**src/rtl/osd_pkg.sv**
```systemverilog
package osd_pkg;
  localparam int COLS    = 30;
  localparam int ROWS    = 15;
  localparam int FONT_W  = 12;
  localparam int FONT_H  = 18;
  localparam int GLYPH_W = 8;
  localparam int WORD_W  = 16;
  localparam int RATTR_COL = 30;
  localparam int COL_W   = $clog2(COLS + 1);
  localparam int ROW_W   = $clog2(ROWS + 1);
  localparam int LINE_W  = $clog2(FONT_H);
  localparam int DOT_W   = $clog2(FONT_W);
  localparam int RAM_AW  = ROW_W + COL_W;
  localparam int ROM_AW  = GLYPH_W + LINE_W;

  typedef struct packed {
    logic [4:0] spare;
    logic       blank;
    logic [1:0] vsize;
    logic [1:0] hsize;
    logic       chr_int;
    logic       ras_int;
    logic [3:0] ras_col;
  } row_word_t;

  typedef struct packed {
    logic       blank;
    logic       chr_int;
    logic       ras_int;
    logic [3:0] ras_col;
  } pix_attr_t;
endpackage

```
**src/rtl/osd_htiming.sv**
```systemverilog
module osd_htiming #(
  parameter int CNT_W = 11,
  parameter int NCOL  = 30,
  parameter int GW    = 12,
  localparam int CW   = $clog2(NCOL + 1),
  localparam int DW   = $clog2(GW)
) (
  input  logic             clk,
  input  logic             rst_n,
  input  logic             hflb_n,
  input  logic [CNT_W-1:0] h_start,
  input  logic [1:0]       hsize,
  output logic             hfall,
  output logic             h_on,
  output logic [CW-1:0]    col,
  output logic [DW-1:0]    dot
);
  logic             hflb_q;
  logic [CNT_W-1:0] hcnt, hcnt_n;
  logic [CW-1:0]    col_n;
  logic [DW-1:0]    dot_n;
  logic [1:0]       hrep, hrep_n;

  assign hfall = hflb_q & ~hflb_n;
  assign h_on  = (hcnt >= h_start) && (col < CW'(NCOL));

  always_comb begin
    hcnt_n = (hcnt == {CNT_W{1'b1}}) ? hcnt : hcnt + CNT_W'(1);
    col_n  = col;
    dot_n  = dot;
    hrep_n = hrep;
    if (hfall) begin
      hcnt_n = '0;
      col_n  = '0;
      dot_n  = '0;
      hrep_n = '0;
    end else if (h_on) begin
      if (hrep == hsize) begin
        hrep_n = '0;
        if (dot == DW'(GW - 1)) begin
          dot_n = '0;
          col_n = col + CW'(1);
        end else begin
          dot_n = dot + DW'(1);
        end
      end else begin
        hrep_n = hrep + 2'd1;
      end
    end
  end

  always_ff @(posedge clk or negedge rst_n) begin
    if (!rst_n) begin
      hflb_q <= 1'b1;
      hcnt   <= '1;
      col    <= CW'(NCOL);
      dot    <= '0;
      hrep   <= '0;
    end else begin
      hflb_q <= hflb_n;
      hcnt   <= hcnt_n;
      col    <= col_n;
      dot    <= dot_n;
      hrep   <= hrep_n;
    end
  end

  assert_line_restart_R2: assert property (@(posedge clk) disable iff (!rst_n)
    hfall |=> (hcnt == '0 && col == '0 && dot == '0 && hrep == '0))
    else $error("line restart missed");

  assert_col_in_grid_R1: assert property (@(posedge clk) disable iff (!rst_n)
    (col <= CW'(NCOL)) && (dot < DW'(GW)))
    else $error("column or dot out of range");
endmodule

```
**src/rtl/osd_vtiming.sv**
```systemverilog
module osd_vtiming #(
  parameter int CNT_W = 11,
  parameter int NROW  = 15,
  parameter int GH    = 18,
  localparam int RW   = $clog2(NROW + 1),
  localparam int LW   = $clog2(GH)
) (
  input  logic             clk,
  input  logic             rst_n,
  input  logic             vflb_n,
  input  logic             hfall,
  input  logic [CNT_W-1:0] v_start,
  input  logic [1:0]       vsize,
  output logic             v_on,
  output logic [RW-1:0]    row,
  output logic [LW-1:0]    fline
);
  logic             vflb_q, vfall;
  logic [CNT_W-1:0] vcnt, vcnt_n;
  logic [RW-1:0]    row_n;
  logic [LW-1:0]    fline_n;
  logic [1:0]       vrep, vrep_n;

  assign vfall = vflb_q & ~vflb_n;
  assign v_on  = (vcnt >= v_start) && (row < RW'(NROW));

  always_comb begin
    vcnt_n  = vcnt;
    row_n   = row;
    fline_n = fline;
    vrep_n  = vrep;
    if (vfall) begin
      vcnt_n  = '0;
      row_n   = '0;
      fline_n = '0;
      vrep_n  = '0;
    end else if (hfall) begin
      vcnt_n = (vcnt == {CNT_W{1'b1}}) ? vcnt : vcnt + CNT_W'(1);
      if (v_on) begin
        if (vrep == vsize) begin
          vrep_n = '0;
          if (fline == LW'(GH - 1)) begin
            fline_n = '0;
            row_n   = row + RW'(1);
          end else begin
            fline_n = fline + LW'(1);
          end
        end else begin
          vrep_n = vrep + 2'd1;
        end
      end
    end
  end

  always_ff @(posedge clk or negedge rst_n) begin
    if (!rst_n) begin
      vflb_q <= 1'b1;
      vcnt   <= '1;
      row    <= RW'(NROW);
      fline  <= '0;
      vrep   <= '0;
    end else begin
      vflb_q <= vflb_n;
      vcnt   <= vcnt_n;
      row    <= row_n;
      fline  <= fline_n;
      vrep   <= vrep_n;
    end
  end

  assert_frame_restart_R3: assert property (@(posedge clk) disable iff (!rst_n)
    vfall |=> (vcnt == '0 && row == '0 && fline == '0))
    else $error("frame restart missed");

  assert_row_in_grid_R1: assert property (@(posedge clk) disable iff (!rst_n)
    (row <= RW'(NROW)) && (fline < LW'(GH)))
    else $error("row or font line out of range");
endmodule

```
**src/rtl/osd_pixel.sv**
```systemverilog
module osd_pixel
  import osd_pkg::*;
#(
  parameter int GW = 12,
  parameter int LW = 5,
  parameter int GLW = 8,
  parameter int WW = 16,
  localparam int DW = $clog2(GW)
) (
  input  logic           clk,
  input  logic           rst_n,
  input  logic           act0,
  input  logic [DW-1:0]  dot0,
  input  logic [LW-1:0]  fline0,
  input  row_word_t      rw0,
  input  logic [WW-1:0]  cell_q,
  input  logic [GW-1:0]  font_q,
  output logic [GLW+LW-1:0] font_addr,
  output logic           r,
  output logic           g,
  output logic           b,
  output logic           inten,
  output logic           fblk
);
  logic          act1, act2;
  logic [DW-1:0] dot1, dot2;
  logic [LW-1:0] fline1;
  pix_attr_t     pa1, pa2;
  logic [3:0]    fg2;
  logic          dot_on;

  assign font_addr = {cell_q[GLW-1:0], fline1};
  assign dot_on    = font_q[DW'(GW - 1) - dot2];

  always_ff @(posedge clk or negedge rst_n) begin
    if (!rst_n) begin
      act1 <= 1'b0; act2 <= 1'b0;
      dot1 <= '0;   dot2 <= '0;
      fline1 <= '0;
      pa1 <= '0;    pa2 <= '0;
      fg2 <= '0;
    end else begin
      act1   <= act0;
      dot1   <= dot0;
      fline1 <= fline0;
      pa1    <= '{blank: rw0.blank, chr_int: rw0.chr_int,
                  ras_int: rw0.ras_int, ras_col: rw0.ras_col};
      act2   <= act1;
      dot2   <= dot1;
      pa2    <= pa1;
      fg2    <= cell_q[GLW+3:GLW];
    end
  end

  always_comb begin
    {r, g, b} = 3'b000;
    inten = 1'b0;
    fblk  = 1'b0;
    if (act2) begin
      if (dot_on) begin
        {r, g, b} = fg2[2:0];
        inten = fg2[3] | pa2.chr_int;
        fblk  = 1'b1;
      end else if (!pa2.blank) begin
        {r, g, b} = pa2.ras_col[2:0];
        inten = pa2.ras_col[3] | pa2.ras_int;
        fblk  = 1'b1;
      end
    end
  end

  assert_dark_when_clear_R8: assert property (@(posedge clk) disable iff (!rst_n)
    !fblk |-> ({r, g, b, inten} == 4'b0000))
    else $error("colour driven without fast blank");
endmodule

```
**src/rtl/osd_char_gen.sv**
```systemverilog
module osd_char_gen
  import osd_pkg::*;
#(
  parameter int CNT_W = 11
) (
  input  logic              clk,
  input  logic              rst_n,
  input  logic              hflb_n,
  input  logic              vflb_n,
  input  logic [CNT_W-1:0]  h_start,
  input  logic [CNT_W-1:0]  v_start,
  output logic [RAM_AW-1:0] cell_addr,
  input  logic [WORD_W-1:0] cell_data,
  output logic [RAM_AW-1:0] rattr_addr,
  input  logic [WORD_W-1:0] rattr_data,
  output logic [ROM_AW-1:0] font_addr,
  input  logic [FONT_W-1:0] font_data,
  output logic              r_o,
  output logic              g_o,
  output logic              b_o,
  output logic              int_o,
  output logic              fblk_o
);
  logic [1:0]        rsync;
  logic              rst_n_s;
  logic              hfall, h_on, v_on, act0;
  logic [COL_W-1:0]  col;
  logic [DOT_W-1:0]  dot;
  logic [ROW_W-1:0]  row;
  logic [LINE_W-1:0] fline;
  row_word_t         rw;
  logic              unused_bits;

  always_ff @(posedge clk or negedge rst_n) begin
    if (!rst_n) rsync <= 2'b00;
    else        rsync <= {rsync[0], 1'b1};
  end
  assign rst_n_s = rsync[1];

  assign rw          = row_word_t'(rattr_data);
  assign unused_bits = ^{rw.spare, cell_data[WORD_W-1:GLYPH_W+4]};
  assign act0        = h_on & v_on;
  assign cell_addr   = {row, col};
  assign rattr_addr  = {row, COL_W'(RATTR_COL)};

  osd_htiming #(.CNT_W(CNT_W), .NCOL(COLS), .GW(FONT_W)) u_h (
    .clk(clk), .rst_n(rst_n_s), .hflb_n(hflb_n), .h_start(h_start),
    .hsize(rw.hsize), .hfall(hfall), .h_on(h_on), .col(col), .dot(dot));

  osd_vtiming #(.CNT_W(CNT_W), .NROW(ROWS), .GH(FONT_H)) u_v (
    .clk(clk), .rst_n(rst_n_s), .vflb_n(vflb_n), .hfall(hfall),
    .v_start(v_start), .vsize(rw.vsize), .v_on(v_on), .row(row), .fline(fline));

  osd_pixel #(.GW(FONT_W), .LW(LINE_W), .GLW(GLYPH_W), .WW(WORD_W)) u_p (
    .clk(clk), .rst_n(rst_n_s), .act0(act0), .dot0(dot), .fline0(fline),
    .rw0(rw), .cell_q(cell_data), .font_q(font_data), .font_addr(font_addr),
    .r(r_o), .g(g_o), .b(b_o), .inten(int_o), .fblk(fblk_o));

  assert_two_clock_lag_R11: assert property (@(posedge clk) disable iff (!rst_n_s)
    fblk_o |-> $past(act0, 2))
    else $error("overlay without an in-grid pixel two clocks earlier");

  assert_cell_addr_in_grid_R4: assert property (@(posedge clk) disable iff (!rst_n_s)
    act0 |-> (cell_addr[COL_W-1:0] < COL_W'(COLS) && cell_addr[RAM_AW-1:COL_W] < ROW_W'(ROWS)))
    else $error("cell address outside grid");
endmodule

```
**config.mk**
```make
export PLATFORM = sky130hd
export DESIGN_NAME = osd_char_gen
export DESIGN_NICKNAME = d
export VERILOG_FILES = /design/src/rtl/osd_pkg.sv /design/src/rtl/osd_htiming.sv /design/src/rtl/osd_vtiming.sv /design/src/rtl/osd_pixel.sv /design/src/rtl/osd_char_gen.sv
export SDC_FILE = /design/constraint.sdc
export NUM_CORES = 1
export LEC_CHECK = 0
export BUFFER_PORTS_ARGS = -buffer_cell sky130_fd_sc_hd__buf_4
export CAP_MARGIN = 0
export CORE_MARGIN = 3
export CORE_UTILIZATION = 50
export CTS_BUF_LIST = sky130_fd_sc_hd__clkbuf_4 sky130_fd_sc_hd__clkbuf_8
export CTS_CLUSTER_DIAMETER = 150
export DETAILED_ROUTE_END_ITERATION = 12
export PLACE_DENSITY_LB_ADDON = 0.2
export SLEW_MARGIN = 10
export SYNTH_ARGS = -nofsm -noshare
export SYNTH_HDL_FRONTEND = slang
export SYNTH_HIERARCHICAL = 1
export SYNTH_SLANG_ARGS = --single-unit
```
**constraint.sdc**
```tcl
create_clock -name clk -period 3.08 [get_ports clk]
set_input_delay 0.154 -clock clk [delete_from_list [all_inputs] [get_ports clk]]
set_output_delay 0.154 -clock clk [all_outputs]
set_load 0.02 [all_outputs]
```
== Yosys cells after proc, flatten, opt, wreduce, memory -nomap -nowiden ==
Cells that the tools add are included.

* Add/sub/neg operators: 9
* $mul: 0
* Div/mod/pow operators: 0
* $lt $le $gt $ge: 5
* Eq/ne operators: 8
* Shift-type cells: 0
* Multiplexer cells: 47
* Bitwise gates (word level): 7
* Reductions and logical operators: 15

{| class="wikitable"
|+ Operator list
! kind !! number
|-
| 2-to-1 mux 11 bit || 5
|-
| 2-to-1 mux 5 bit || 9
|-
| 2-to-1 mux 4 bit || 9
|-
| adder 11 x 1 -> 11 bit (second input constant) || 2
|-
| equality test 11 bit (second input constant) || 2
|-
| greater-or-equal comparator 11 bit || 2
|-
| 2-to-1 mux 1 bit || 16
|-
| 2-to-1 mux 2 bit || 7
|-
| nonzero test 2 bit || 7
|-
| adder 5 x 1 -> 5 bit (second input constant) || 2
|-
| adder 4 x 1 -> 4 bit (second input constant) || 2
|-
| AND reduction 2 bit || 3
|-
| AND reduction 3 bit || 2
|-
| equality test 5 bit (second input constant) || 1
|-
| less-than comparator 4 x 5 -> 1 bit (second input constant) || 1
|-
| less-than comparator 5 bit (second input constant) || 1
|-
| adder 2 x 1 -> 2 bit (second input constant) || 2
|-
| binary-select mux 1 bit (select 4 bit) || 1
|-
| equality test 2 bit || 2
|-
| equality test 4 bit (second input constant) || 1
|-
| less-than comparator 4 bit (second input constant) || 1
|-
| AND reduction 4 bit || 1
|-
| subtractor 4 bit (first input constant) || 1
|-
| AND 1 bit || 3
|-
| 5 further kinds || 8
|}

* Bits in registers: 81
* Bits in latches: 0
* Bits in writable memories: 0
* Memory bits (read-only): 0
* Input bits: 70
* Output and inout port bits: 36
* Logic and storage cells: 116
* Memories: 0

== Depth between registers and ports, before layout ==
Gate-level depths: netlist of the first run.

* Word-level depth: 6
* Mapped depth: 10
* Depth with buffers taken out: 9

== By module ==
Netlist of the first run, hierarchy kept.

{| class="wikitable"
|+ By module, submodules not included
! module !! instances !! cells an instance !! area each (um2) !! sequential area each (um2)
|-
| osd_vtiming || 1 || 172 || 1555.2 || 595.6
|-
| osd_htiming || 1 || 162 || 1502.7 || 595.6
|-
| osd_pixel || 1 || 70 || 1123.6 || 825.8
|-
| osd_char_gen || 1 || 14 || 131.4 || 50.0
|}

== Least setup slack after synthesis of the first run ==
Ideal clock, no wire load.

* Path type: flip-flop to flip-flop
* Start point: register u_h.hflb_q
* End point: register u_v.vrep[1]
* Library setup time: 122 ps
* Arrival: 2192 ps
* Required time: 2958 ps
* Setup slack: 767 ps
* Stages on the path, launching flop included: 9
* Buffers on the path: 2
* Period minus slack after synthesis: 2313 ps
* Path through: dfstp_2 nand2b_1 inv_1 clkbuf_1 clkbuf_1 nand2_1 a21oi_2 o21ai_0 a32o_1

* Longest elaborated chain between the ends: 3

{| class="wikitable"
|+ RTL lines
! what !! RTL line !! text
|-
| from (decl) || osd_htiming.sv:18 || <nowiki>logic hflb_q;</nowiki>
|-
| from (signal assigned) || osd_htiming.sv:60 || <nowiki>hflb_q <= hflb_n;</nowiki>
|-
| AND 1 bit || osd_htiming.sv:24 || <nowiki>assign hfall = hflb_q & ~hflb_n;</nowiki>
|-
| via hfall || osd_char_gen.sv:26 || <nowiki>logic hfall, h_on, v_on, act0;</nowiki>
|-
| nonzero test 2 bit (no source line) || -- ||
|-
| AND reduction 2 bit (no source line) || -- ||
|-
| to (signal assigned) || osd_vtiming.sv:67 || <nowiki>vrep <= vrep_n;</nowiki>
|-
| to (decl) || osd_vtiming.sv:22 || <nowiki>logic [1:0] vrep, vrep_n;</nowiki>
|}

The timed path passes the listed nets, and every way through them passes these cells.
A chain may end at the register's enable or synchronous reset.

== Final worst setup path of the first run ==
* Start point: register u_p.dot2[0]
* End point: output port r_o

* Longest elaborated chain between the ends: 5

{| class="wikitable"
|+ RTL lines
! what !! RTL line !! text
|-
| from (decl) || osd_pixel.sv:26 || <nowiki>logic [DW-1:0] dot1, dot2;</nowiki>
|-
| from (signal assigned) || osd_pixel.sv:49 || <nowiki>dot2 <= dot1;</nowiki>
|-
| subtractor 4 bit || osd_pixel.sv:33 || <nowiki>assign dot_on = font_q[DW'(GW - 1) - dot2];</nowiki>
|-
| binary-select mux 1 bit (select 4 bit) || osd_pixel.sv:33 ||
|-
| 2-to-1 mux 1 bit (implied by the code) || osd_pixel.sv:33 ||
|-
| 2-to-1 mux 1 bit || osd_pixel.sv:60 || <nowiki>if (dot_on) begin</nowiki>
|-
| 2-to-1 mux 1 bit || osd_pixel.sv:59 || <nowiki>if (act2) begin</nowiki>
|-
| to (decl) || osd_char_gen.sv:18 || <nowiki>output logic r_o,</nowiki>
|}

No other way between the ends. The select of a mux whose other input is x is not followed.

==> load_flow_metrics.sql, run 1 <==
INSERT INTO impl_metrics (metric_group, metric, value, unit) VALUES
('die', 'dieHeight', '98.9', 'um'),
('critical_path', 'worstSetupStartpointType', 'flop', ''),
('run', 'max_cap_viol_count', '0', ''),
('finish', 'area_growth_syn_to_layout', '21.4', '%'),
('finish', 'layout.nets', '598', ''),
('synth', 'netlist-cell-type-count', '57', ''),
('routing', 'drt_first_pass_iters', '6', ''),
('place', 'finalWeightedCongestion', '0.873', ''),
('clock_tree', 'cts.repair.resized', '0', ''),
('place', 'placed_cells_incl_taps', '579', ''),
('global_routing', 'grt_first_pass_wirelength', '14300', 'um'),
('synth', 'synthesis.area', '4310', 'sq um'),
('min_path', 'worst_hold_path_type', 'in -> async', ''),
('power', 'report.power.total', '0.00232', 'W'),
('finish', 'num_antenna_cells', '0', ''),
('clock_tree', 'cts-root-to-sink-buffers', '2', ''),
('global_routing', 'grt_usage', '17.9', '%'),
('clock_tree', 'cts_made_buffers', '9', ''),
('clock_tree', 'worst_setup_hold_path_clk_slew', '0.09', 'ns'),
('clock_tree', 'cts_setup_buffers', '0', ''),
('routing', 'route.detailed.wl_per_inst', '14.0', 'um'),
('die', 'die_w', '98.9', 'um'),
('clock_tree', 'cts-root-buf', 'sky130_fd_sc_hd__clkbuf_8', ''),
('synth', 'yosysMostFrequentCell', 'sky130_fd_sc_hd__dfrtp_1', ''),
('critical_path', 'cp_data_required_time', '2.93', 'ns'),
('finish', 'layout.filler_cells', '678', ''),
('synth', 'synth.top_cells.by_area', 'sky130_fd_sc_hd__dfrtp_1 (28%), sky130_fd_sc_hd__dfstp_2 (19%), sky130_fd_sc_hd__ha_1 (8.4%)', ''),
('die', 'initial_cell_density_of_the_core', '52.0', '%'),
('routing', 'drc', '0', ''),
('power', 'power_leakage', '2.54', 'nW'),
('timing', 'max_transition_viols_final', '0', ''),
('critical_path', 'worst_ep_arrival_time', '2.32', 'ns'),
('synth', 'yosysTopAreaCellShare', '28.4', '%'),
('global_routing', 'grt_max_degree', '80', ''),
('clock_tree', 'cts_sinks', '81', ''),
('place', 'io_buffers', '75', ''),
('die', 'floorplan.rows', '33', ''),
('critical_path', 'crit_path_max_fanout', '5', ''),
('power', 'worst_ir_drop_vdd', '0.337', 'mV'),
('synth', 'ys.warnings.count', '6', ''),
('timing', 'fin_setup_tns', '0', 'ns'),
('global_routing', 'antenna_violations_before_repair', '0', ''),
('clock_tree', 'cts-htree-levels', '3', ''),
('synth', 'netlist_top_cells_count', 'sky130_fd_sc_hd__dfrtp_1 (49), sky130_fd_sc_hd__nand2_1 (45), sky130_fd_sc_hd__nor2_1 (33)', ''),
('synth', 'post_synth_inst_count', '418', ''),
('finish', 'final_cell_count_no_fill', '609', ''),
('synth', 'yosys.area.top_type', 'sky130_fd_sc_hd__dfrtp_1', ''),
('synth', 'sequential_to_total_area_share_from_yosys_stat', '47.9', '%'),
('timing', 'finalHoldViolations', '0', ''),
('critical_path', 'endpoint_kind', 'primary output', ''),
('global_routing', 'vias_in_the_first_global_route', '3123', ''),
('timing', 'finalSetupViolations', '0', ''),
('timing', 'max-slew-margin-rel', '35.5', '%'),
('critical_path', 'timing_worst_setup_path_type', 'reg -> out', ''),
('synth', 'ys_ff_latch', '81', ''),
('timing', 'period_share', '80.5', '%'),
('timing', 'rsz_0062_raised_after_global_routing', 'no', ''),
('global_routing', 'grt_overflow', '0', ''),
('timing', 'period_minus_slack', '2.48', 'ns'),
('die', 'die-area', '9780', 'sq um'),
('place', 'dp_hpwl', '6020', 'um'),
('synth', 'synthFlopType', 'sky130_fd_sc_hd__dfrtp_1', ''),
('clock_tree', 'tritoncts', 'done', ''),
('routing', 'ant_nets', '0', ''),
('routing', 'drt-initial-drc-count', '105', ''),
('critical_path', 'timing.reg2reg.worst_path_depth', '9', ''),
('die', 'core_region', '8300', 'sq um'),
('clock_tree', 'cts-hold-fix-buffers', '14', ''),
('outcome', 'run_status', 'finished clean', ''),
('synth', 'async_flop_share', '100', '%'),
('routing', 'vias_per_cell', '5.33', ''),
('synth', 'syn-mean-instance-area', '10.3', 'sq um'),
('finish', 'layout_cell_share_with_drive_strength_beyond_1', '28.2', '%'),
('power', 'power.density_cell_area', '443', 'nW/um^2'),
('timing', 'worst_pin_slew', '0.968', 'ns'),
('die', 'io_pins', '106', ''),
('routing', 'vias', '3249', ''),
('routing', 'drt-total-wl', '8530', 'um'),
('timing', 'skew', '0.0135', 'ns'),
('synth', 'count_of_flip_flops_with_a_built_in_enable_after_synthesis', '0', ''),
('timing', 'fmax', '404', 'MHz'),
('clock_tree', 'worst_skew_pair.late_latency', '0.35', 'ns');
## area by class of cell
class	instances	area [sq um]	area share [%]
clock buffer	9	124	2.37
clock inverter	7	105	2.01
inverter	27	101	1.94
multi-input combinational	288	1980	37.8
sequential	81	2070	39.5
tap	105	131	2.51
timing repair buffer	92	726	13.9
## flip-flops by register name, summed over array words and instances, names as in the netlist, 2 cells and up
signal	count
rsync	2
u_h/col	5
u_h/dot	4
u_h/hcnt	11
u_h/hrep	2
u_p/dot1	4
u_p/dot2	4
u_p/fg2	4
u_p/fline1	5
u_p/pa1	7
u_p/pa2	7
u_v/fline	5
u_v/row	4
u_v/vcnt	11
u_v/vrep	2
## critical path, stage by stage, from the launching register on
cell	delay, ns
sky130_fd_sc_hd__dfrtp_1	0.50
sky130_fd_sc_hd__mux4_2	0.55
sky130_fd_sc_hd__and3b_4	0.20
sky130_fd_sc_hd__nor4_4	0.32
sky130_fd_sc_hd__mux2i_1	0.24
sky130_fd_sc_hd__buf_4	0.16
## layer usage
layer / wire length [um] / global-route usage (%) / part of all wire [%] / up-vias
met2: 4230 / 30.0 / 50 / 66
li1: - / - / - / 1595
met3: 394 / 3.82 / 4.6 / 7
met1: 3850 / 23.4 / 45 / 1581
met5: 0 / 0 / 0 / -
met4: 62 / 5.36 / 0.73 / 0
## metrics by stage
stage                     utilization, %  cell area, sq um  setup slack, ns  hold WS [ns]
final                               63.1              5240            0.602         0.124
after global routing                63.1              5240            0.402         0.114
after CTS                           63.1              5240            0.557         0.104
after detailed placement            58.7              4870            0.820       -0.0627
after global placement              58.7              4870            0.827       -0.0636
after floorplan                        -              4330            0.713        -0.142
## layout by cell type (no fill, tap or decap), drive strengths merged, types with 3 or more instances in the layout
cell	n
nor4b	3
nand4	16
nor2b	4
or3	4
nor2	34
buf	78
a21o	3
dlygate4sd3	14
nand2	45
a21oi	18
nor3	5
nand2b	7
and2	4
dfstp	32
clkbuf	9
o21ai	15
conb	6
and3	6
xnor2	7
inv	31
nand3	17
mux2i	15
and4	3
a31oi	7
xor2	13
ha	29
dfrtp	49
## power by group
group          leakage (nW)  switching [W]  internal, W
Combinational          1.46       0.000119     0.000127
Sequential            0.969      0.0000618      0.00113
Clock                 0.113       0.000413     0.000471
## logic make-up (layout without fill, tap and decap cells)
| group | after synthesis | in the layout | synth area share, % |
|---|---|---|---|
| AND/OR/NAND/NOR | 158 | 158 | 19.6 |
| flip-flops | 81 | 81 | 47.9 |
| AO/OA/AOI/OAI | 59 | 59 | 9.34 |
| buffers and inverters | 53 | 135 | 6.53 |
| adder cells (fa/ha/maj) | 29 | 29 | 8.41 |
| XOR/XNOR | 20 | 20 | 4.06 |
| multiplexers | 16 | 16 | 4.00 |
| other | 2 | 6 | 0.174 |
## path summary, 6_finish.rpt
kind	startpoint	to	slack, ns
hold / removal	rst_n	rsync[1]	0.12
setup reg to reg	u_h/hcnt[0]	u_h/dot[0]	0.80
setup / recovery	u_p/dot2[0]	r_o	0.60
min in group clk	rattr_data[7]	u_h/col[4]	0.28
max in group asynchronous	rsync[1]	u_p/dot1[3]	1.98
hold reg to reg	u_p/dot1[1]	u_p/dot2[1]	0.35
No activity file was read; power rests on OpenSTA's default activity.
==> inputs of run 2 (changes only) <==
==> constraint.sdc (replaced) <==
create_clock -name clk -period 2.5 [get_ports clk]
set_input_delay 0.125 -clock clk [delete_from_list [all_inputs] [get_ports clk]]
set_output_delay 0.125 -clock clk [all_outputs]
set_load 0.02 [all_outputs]
==> load_flow_metrics.sql, run 2 (synthesized netlist as in run 1, its figures left out) <==
INSERT INTO impl_metrics (metric_group, metric, value, unit) VALUES
('clock_tree', 'cts-root-buf', 'sky130_fd_sc_hd__clkbuf_8', ''),
('timing', 'finalHoldViolations', '0', ''),
('die', 'io_pins', '106', ''),
('power', 'total_switching_power', '0.000735', 'W'),
('clock_tree', 'tritoncts', 'done', ''),
('place', 'finalWeightedCongestion', '0.850', ''),
('finish', 'layout.nets', '604', ''),
('critical_path', 'endpoint_kind', 'primary output', ''),
('routing', 'ant_nets', '0', ''),
('critical_path', 'crit_start', 'u_p/dot2[0]', ''),
('clock_tree', 'worst_setup_hold_path_clk_slew', '0.09', 'ns'),
('global_routing', 'vias_in_the_first_global_route', '3183', ''),
('critical_path', 'rr_startpoint', 'u_h/hcnt[0]', ''),
('critical_path', 'rrSetupSlack', '0.20', 'ns'),
('min_path', 'worst_hold_path_type', 'in -> async', ''),
('die', 'die_w', '98.9', 'um'),
('finish', 'num_antenna_cells', '0', ''),
('timing', 'period_share', '93.1', '%'),
('critical_path', 'worst_ep_arrival_time', '2.20', 'ns'),
('power', 'power.density_cell_area', '524', 'nW/um^2'),
('timing', 'worst_pin_slew', '0.767', 'ns'),
('outcome', 'run_status', 'finished clean', ''),
('power', 'combPwrFrac', '11.3', '%'),
('power', 'internal-power', '0.00203', 'W'),
('global_routing', 'grt_usage', '18.3', '%'),
('routing', 'drt-initial-drc-count', '109', ''),
('timing', 'fin_worst_hold_slack', '0.0826', 'ns'),
('die', 'initial_cell_density_of_the_core', '52.0', '%'),
('critical_path', 'timing.reg2reg.worst_path_depth', '9', ''),
('power', 'report.power.total', '0.00276', 'W'),
('routing', 'route.detailed.wl_per_inst', '13.9', 'um'),
('timing', 'period_minus_slack', '2.33', 'ns'),
('routing', 'drt-total-wl', '8540', 'um'),
('finish', 'largest_regs', 'u_h/hcnt: 11 flops, u_v/vcnt: 11 flops', ''),
('timing', 'max-slew-margin-rel', '48.8', '%'),
('timing', 'skew', '0.00989', 'ns'),
('die', 'core_region', '8300', 'sq um'),
('power', 'power.sequential.fraction', '52.9', '%'),
('clock_tree', 'cts-htree-levels', '3', ''),
('global_routing', 'grt_first_pass_wirelength', '14600', 'um'),
('die', 'floorplan.rows', '33', ''),
('run', 'max_cap_viol_count', '0', ''),
('clock_tree', 'cts_made_buffers', '9', ''),
('routing', 'drt_first_pass_iters', '4', ''),
('die', 'die-area', '9780', 'sq um'),
('critical_path', 'timing_worst_setup_path_type', 'reg -> out', ''),
('timing', 'finalSetupViolations', '0', ''),
('finish', 'final_cell_mix', 'sky130_fd_sc_hd__buf_4 (84), sky130_fd_sc_hd__dfrtp_1 (47), sky130_fd_sc_hd__nand2_1 (45)', ''),
('finish', 'area_growth_syn_to_layout', '22.3', '%'),
('clock_tree', 'worst_skew_pair.late_latency', '0.35', 'ns'),
('place', 'io_buffers', '75', ''),
('power', 'power_leakage', '2.56', 'nW'),
('finish', 'mostFrequentLayoutCell', 'sky130_fd_sc_hd__buf_4', ''),
('timing', 'fmax', '430', 'MHz'),
('timing', 'rsz_0062_raised_after_global_routing', 'no', ''),
('routing', 'vias_per_cell', '5.23', ''),
('global_routing', 'antenna_violations_before_repair', '0', ''),
('clock_tree', 'cts_sinks', '81', ''),
('power', 'worst_ir_drop_vdd', '0.298', 'mV'),
('routing', 'drc', '0', ''),
('power', 'power_frac_clock', '35.8', '%'),
('critical_path', 'worstReg2RegEnd', 'u_h/col[2]', ''),
('critical_path', 'crit_path_max_fanout', '5', ''),
('critical_path', 'cp_data_required_time', '2.38', 'ns'),
('timing', 'fin_setup_tns', '0', 'ns'),
('clock_tree', 'cts-root-to-sink-buffers', '2', ''),
('power', 'switching_fraction', '26.6', '%'),
('critical_path', 'worstSetupStartpointType', 'flop', ''),
('die', 'dieHeight', '98.9', 'um'),
('global_routing', 'grt_max_degree', '64', ''),
('timing', 'max_transition_viols_final', '0', ''),
('place', 'placement.setup.worst_slack', '0.148', 'ns'),
('global_routing', 'grt_overflow', '0', ''),
('place', 'dp_hpwl', '6120', 'um'),
('finish', 'layout_cell_share_with_drive_strength_beyond_1', '29.2', '%'),
('timing', 'final.setup.worst_slack', '0.172', 'ns'),
('routing', 'vias', '3217', '');
run 2: worst max path at each step:
stage	endpoint	cells past startpoint
2_1_floorplan	u_h/col[0]	0
3_3_place_gp	u_h/col[2]	9
3_5_place_dp	u_h/col[2]	9
4_1_cts	int_o	5
5_1_grt	r_o	6
6_report	g_o	6
run 2: timing repair:
item / 4_1_cts / 5_1_grt
resized for setup: 0 / 2
buffers inserted: 0 / 4
hold buffers: 14 / 0
endpoints found under the setup margin: 0 / 7
endpoints found under the hold margin: 15 / 0
run 2: worst max-delay path, stage by stage (launching register included):
cell and delay, ns:
sky130_fd_sc_hd__dfrtp_2 0.41, sky130_fd_sc_hd__mux4_2 0.51, sky130_fd_sc_hd__and3b_4 0.20, sky130_fd_sc_hd__nor4_4 0.19
sky130_fd_sc_hd__buf_4 0.19, sky130_fd_sc_hd__mux2i_1 0.20, sky130_fd_sc_hd__buf_4 0.16
run 2: layout make-up:
| cell class | instances | area (sq um) |
|---|---|---|
| flip-flops and latches | 81 | 2070 |
| fillers | 683 | 3030 |
| clock buffers | 9 | 124 |
| inverters | 27 | 101 |
| repair buffers | 98 | 771 |
| multi-input cells | 288 | 1990 |
| clock inverters | 7 | 87.6 |
| well taps | 105 | 131 |
run 2: layer usage:
metal | global-route usage (%) | share of wire [%] | up-vias
li1 | - | - | 1609
met1 | 23.4 | 43 | 1514
met2 | 30.7 | 50 | 80
met3 | 4.88 | 5.8 | 14
met4 | 5.15 | 1.1 | 0
met5 | 0 | 0 | -
run 2: stage by stage:
stage	instances	utilization (%)	instance area [sq um]
CTS	611	63.1	5240
global route	615	63.5	5270
global placement	581	58.8	4880
detailed placement	581	58.8	4880
finish	615	63.5	5270
floorplan	422	-	4330
run 2: power groups by stage:
stage | clock (W) | combinational [W] | sequential [W]
CTS | 0.00103 | 0.000315 | 0.00146
global placement | 0 | 0.000282 | 0.00148
global route | 0.00109 | 0.000356 | 0.00148
finish | 0.000989 | 0.000314 | 0.00146
floorplan | 0 | 0.000205 | 0.00147
detailed placement | 0 | 0.000294 | 0.00149
==> inputs of run 3 (changes only) <==
--- a/config.mk
+++ b/config.mk
@@ -5,13 +5,12 @@
 export SDC_FILE = /design/constraint.sdc
 export NUM_CORES = 1
 export LEC_CHECK = 0
-export BUFFER_PORTS_ARGS = -buffer_cell sky130_fd_sc_hd__buf_4
 export CAP_MARGIN = 0
 export CORE_MARGIN = 3
 export CORE_UTILIZATION = 50
-export CTS_BUF_LIST = sky130_fd_sc_hd__clkbuf_4 sky130_fd_sc_hd__clkbuf_8
 export CTS_CLUSTER_DIAMETER = 150
 export DETAILED_ROUTE_END_ITERATION = 12
+export DONT_BUFFER_PORTS = 1
 export PLACE_DENSITY_LB_ADDON = 0.2
 export SLEW_MARGIN = 10
 export SYNTH_ARGS = -nofsm -noshare
==> load_flow_metrics.sql, run 3 (synthesized netlist as in run 1, its figures left out) <==
INSERT INTO impl_metrics (metric_group, metric, value, unit) VALUES
('critical_path', 'cp_data_required_time', '2.38', 'ns'),
('die', 'dieHeight', '98.9', 'um'),
('die', 'die-area', '9780', 'sq um'),
('die', 'die_w', '98.9', 'um'),
('timing', 'skew', '0.0118', 'ns'),
('routing', 'vias_per_cell', '5.45', ''),
('critical_path', 'endpoint_kind', 'primary output', ''),
('timing', 'worst_pin_slew', '0.896', 'ns'),
('global_routing', 'grt_max_degree', '70', ''),
('timing', 'finalHoldViolations', '0', ''),
('place', 'io_buffers', '0', ''),
('global_routing', 'grt_overflow', '0', ''),
('timing', 'period_minus_slack', '2.38', 'ns'),
('finish', 'layout.filler_cells', '712', ''),
('critical_path', 'rr_startpoint', 'u_h/hcnt[2]', ''),
('power', 'power.density_cell_area', '571', 'nW/um^2'),
('clock_tree', 'cts-root-to-sink-buffers', '2', ''),
('finish', 'largest_regs', 'u_h/hcnt: 11 flops, u_v/vcnt: 11 flops', ''),
('global_routing', 'vias_in_the_first_global_route', '2851', ''),
('finish', 'layout.nets', '531', ''),
('routing', 'route.detailed.wl_per_inst', '15.1', 'um'),
('critical_path', 'rrSetupSlack', '0.23', 'ns'),
('timing', 'rsz_0062_raised_after_global_routing', 'no', ''),
('die', 'initial_cell_density_of_the_core', '52.0', '%'),
('place', 'place_area', '4340', 'sq um'),
('min_path', 'worst_hold_path_type', 'in -> reg', ''),
('critical_path', 'worst_ep_arrival_time', '2.26', 'ns'),
('global_routing', 'antenna_violations_before_repair', '0', ''),
('finish', 'mostFrequentLayoutCell', 'sky130_fd_sc_hd__dfrtp_1', ''),
('critical_path', 'timing_worst_setup_path_type', 'reg -> out', ''),
('power', 'report.power.total', '0.00272', 'W'),
('clock_tree', 'tritoncts', 'done', ''),
('run', 'max_cap_viol_count', '0', ''),
('timing', 'fin_worst_hold_slack', '0.146', 'ns'),
('power', 'worst_ir_drop_vdd', '0.474', 'mV'),
('min_path', 'min_to', 'u_h/col[4]', ''),
('min_path', 'min_from', 'rattr_data[7]', ''),
('timing', 'period_share', '95.2', '%'),
('critical_path', 'worstSetupStartpointType', 'flop', ''),
('routing', 'ant_nets', '0', ''),
('finish', 'final_cell_mix', 'sky130_fd_sc_hd__dfrtp_1 (47), sky130_fd_sc_hd__nand2_1 (45), sky130_fd_sc_hd__nor2_1 (33)', ''),
('clock_tree', 'cts_made_buffers', '9', ''),
('critical_path', 'critical-path-top-cell-by-count', 'sky130_fd_sc_hd__buf_4', ''),
('routing', 'drt-initial-drc-count', '103', ''),
('timing', 'max_transition_viols_final', '0', ''),
('clock_tree', 'cts-root-buf', 'sky130_fd_sc_hd__clkbuf_8', ''),
('routing', 'drt_first_pass_iters', '4', ''),
('critical_path', 'crit_path_cell_trace', 'mux4_2 -> and3b_4 -> nor4_4 -> buf_4 -> mux2i_1 -> buf_4', ''),
('global_routing', 'grt_usage', '17.1', '%'),
('routing', 'drc', '0', ''),
('finish', 'layout_cell_share_with_drive_strength_beyond_1', '17.8', '%'),
('clock_tree', 'worst_setup_hold_path_clk_slew', '0.08', 'ns'),
('clock_tree', 'cts_sinks', '81', ''),
('critical_path', 'cp_slowest_cell', 'sky130_fd_sc_hd__mux4_2', ''),
('clock_tree', 'worst_skew_pair.late_latency', '0.36', 'ns'),
('finish', 'area_growth_syn_to_layout', '10.4', '%'),
('timing', 'finalSetupViolations', '0', ''),
('finish', 'register_area', '2070', 'sq um'),
('finish', 'postLayoutCoreUtil', '57.4', '%'),
('timing', 'fmax', '420', 'MHz'),
('place', 'dp_hpwl', '5670', 'um'),
('routing', 'drt-total-wl', '8180', 'um'),
('finish', 'layout.cell_area.non_filler', '4760', 'sq um'),
('die', 'core_region', '8300', 'sq um'),
('critical_path', 'timing.reg2reg.worst_path_depth', '8', ''),
('critical_path', 'slowest_delay', '0.51', 'ns'),
('die', 'floorplan.rows', '33', ''),
('finish', 'num_antenna_cells', '0', ''),
('min_path', 'hold_path_depth', '3', ''),
('routing', 'vias', '2956', ''),
('global_routing', 'grt_first_pass_wirelength', '13400', 'um'),
('place', 'finalWeightedCongestion', '0.825', ''),
('critical_path', 'crit_path_max_fanout', '5', ''),
('timing', 'fin_setup_tns', '0', 'ns'),
('clock_tree', 'cts-htree-levels', '3', ''),
('finish', 'combined_area_of_the_multi_input_logic_cells', '2020', 'sq um'),
('die', 'io_pins', '106', ''),
('timing', 'max-slew-margin-rel', '40.3', '%'),
('outcome', 'run_status', 'finished clean', ''),
('critical_path', 'worstReg2RegEnd', 'u_h/col[2]', ''),
('power', 'power_leakage', '2.19', 'nW');
## run 3: cell count changes in the layout (fill, tap and decap cells not counted), sizes merged
cell / previous run / this run
dlygate4sd3: 14 / 15
clkinv: 1 / 0
inv: 30 / 31
buf: 84 / 10
## run 3: repair_timing
item,in CTS,in global routing
hold buffers,15,0
resized for setup,3,6
buffers inserted,1,1
endpoints found under the setup margin,3,6
pin swaps,1,0
hold endpoints to repair,15,0
## run 3: power by group
part / internal [W] / switching, W / leakage [nW]
clock network: 0.000478 / 0.000517 / 0.0988
registers: 0.00139 / 0.0000748 / 0.967
logic: 0.000115 / 0.000143 / 1.12
## run 3: per-layer routing
layer / up-vias / part of all wire [%] / routed length, um / track usage, %
met1: 1410 / 44 / 3630 / 21.7
met2: 75 / 48 / 3950 / 27.6
met4: 0 / 1.1 / 87 / 4.83
met5: - / 0 / 0 / 0
li1: 1463 / - / - / -
met3: 8 / 6.3 / 515 / 6.02
## run 3: final cells by class
class / instances / area share, %
clock buffer: 9 / 2.60
sequential: 81 / 43.5
clock inverter: 7 / 1.73
tap: 105 / 2.76
multi-input combinational: 288 / 42.5
inverter: 27 / 2.13
timing repair buffer: 25 / 4.73
## run 3: metrics by stage
stage	instances	worst slack [ns]
after floorplan	422	0.133
after global placement	509	0.199
after detailed placement	509	0.154
after CTS	541	0.0116
after global routing	542	0.0263
final	542	0.119
## run 3: worst max-delay path: cells and delay by family, from the launching register on
kind                   cells  cell delay (ns)
buffers and inverters      2             0.38
muxes                      2             0.71
and+or+nand+nor            2             0.40
DFF                        1             0.42
## run 3: worst max-delay path by stage
stage / startpoint / end / slack, ns / depth (start not counted)
after detailed placement: u_h/hcnt[8] / u_h/col[2] / 0.15 / 8
after global placement: u_h/hcnt[8] / u_h/col[2] / 0.20 / 8
after CTS: u_p/dot2[0] / int_o / 0.01 / 5
after global routing: u_p/dot2[0] / b_o / 0.03 / 6
after floorplan: rsync[1] / u_h/col[0] / 0.13 / 0
final: u_p/dot2[0] / b_o / 0.12 / 6
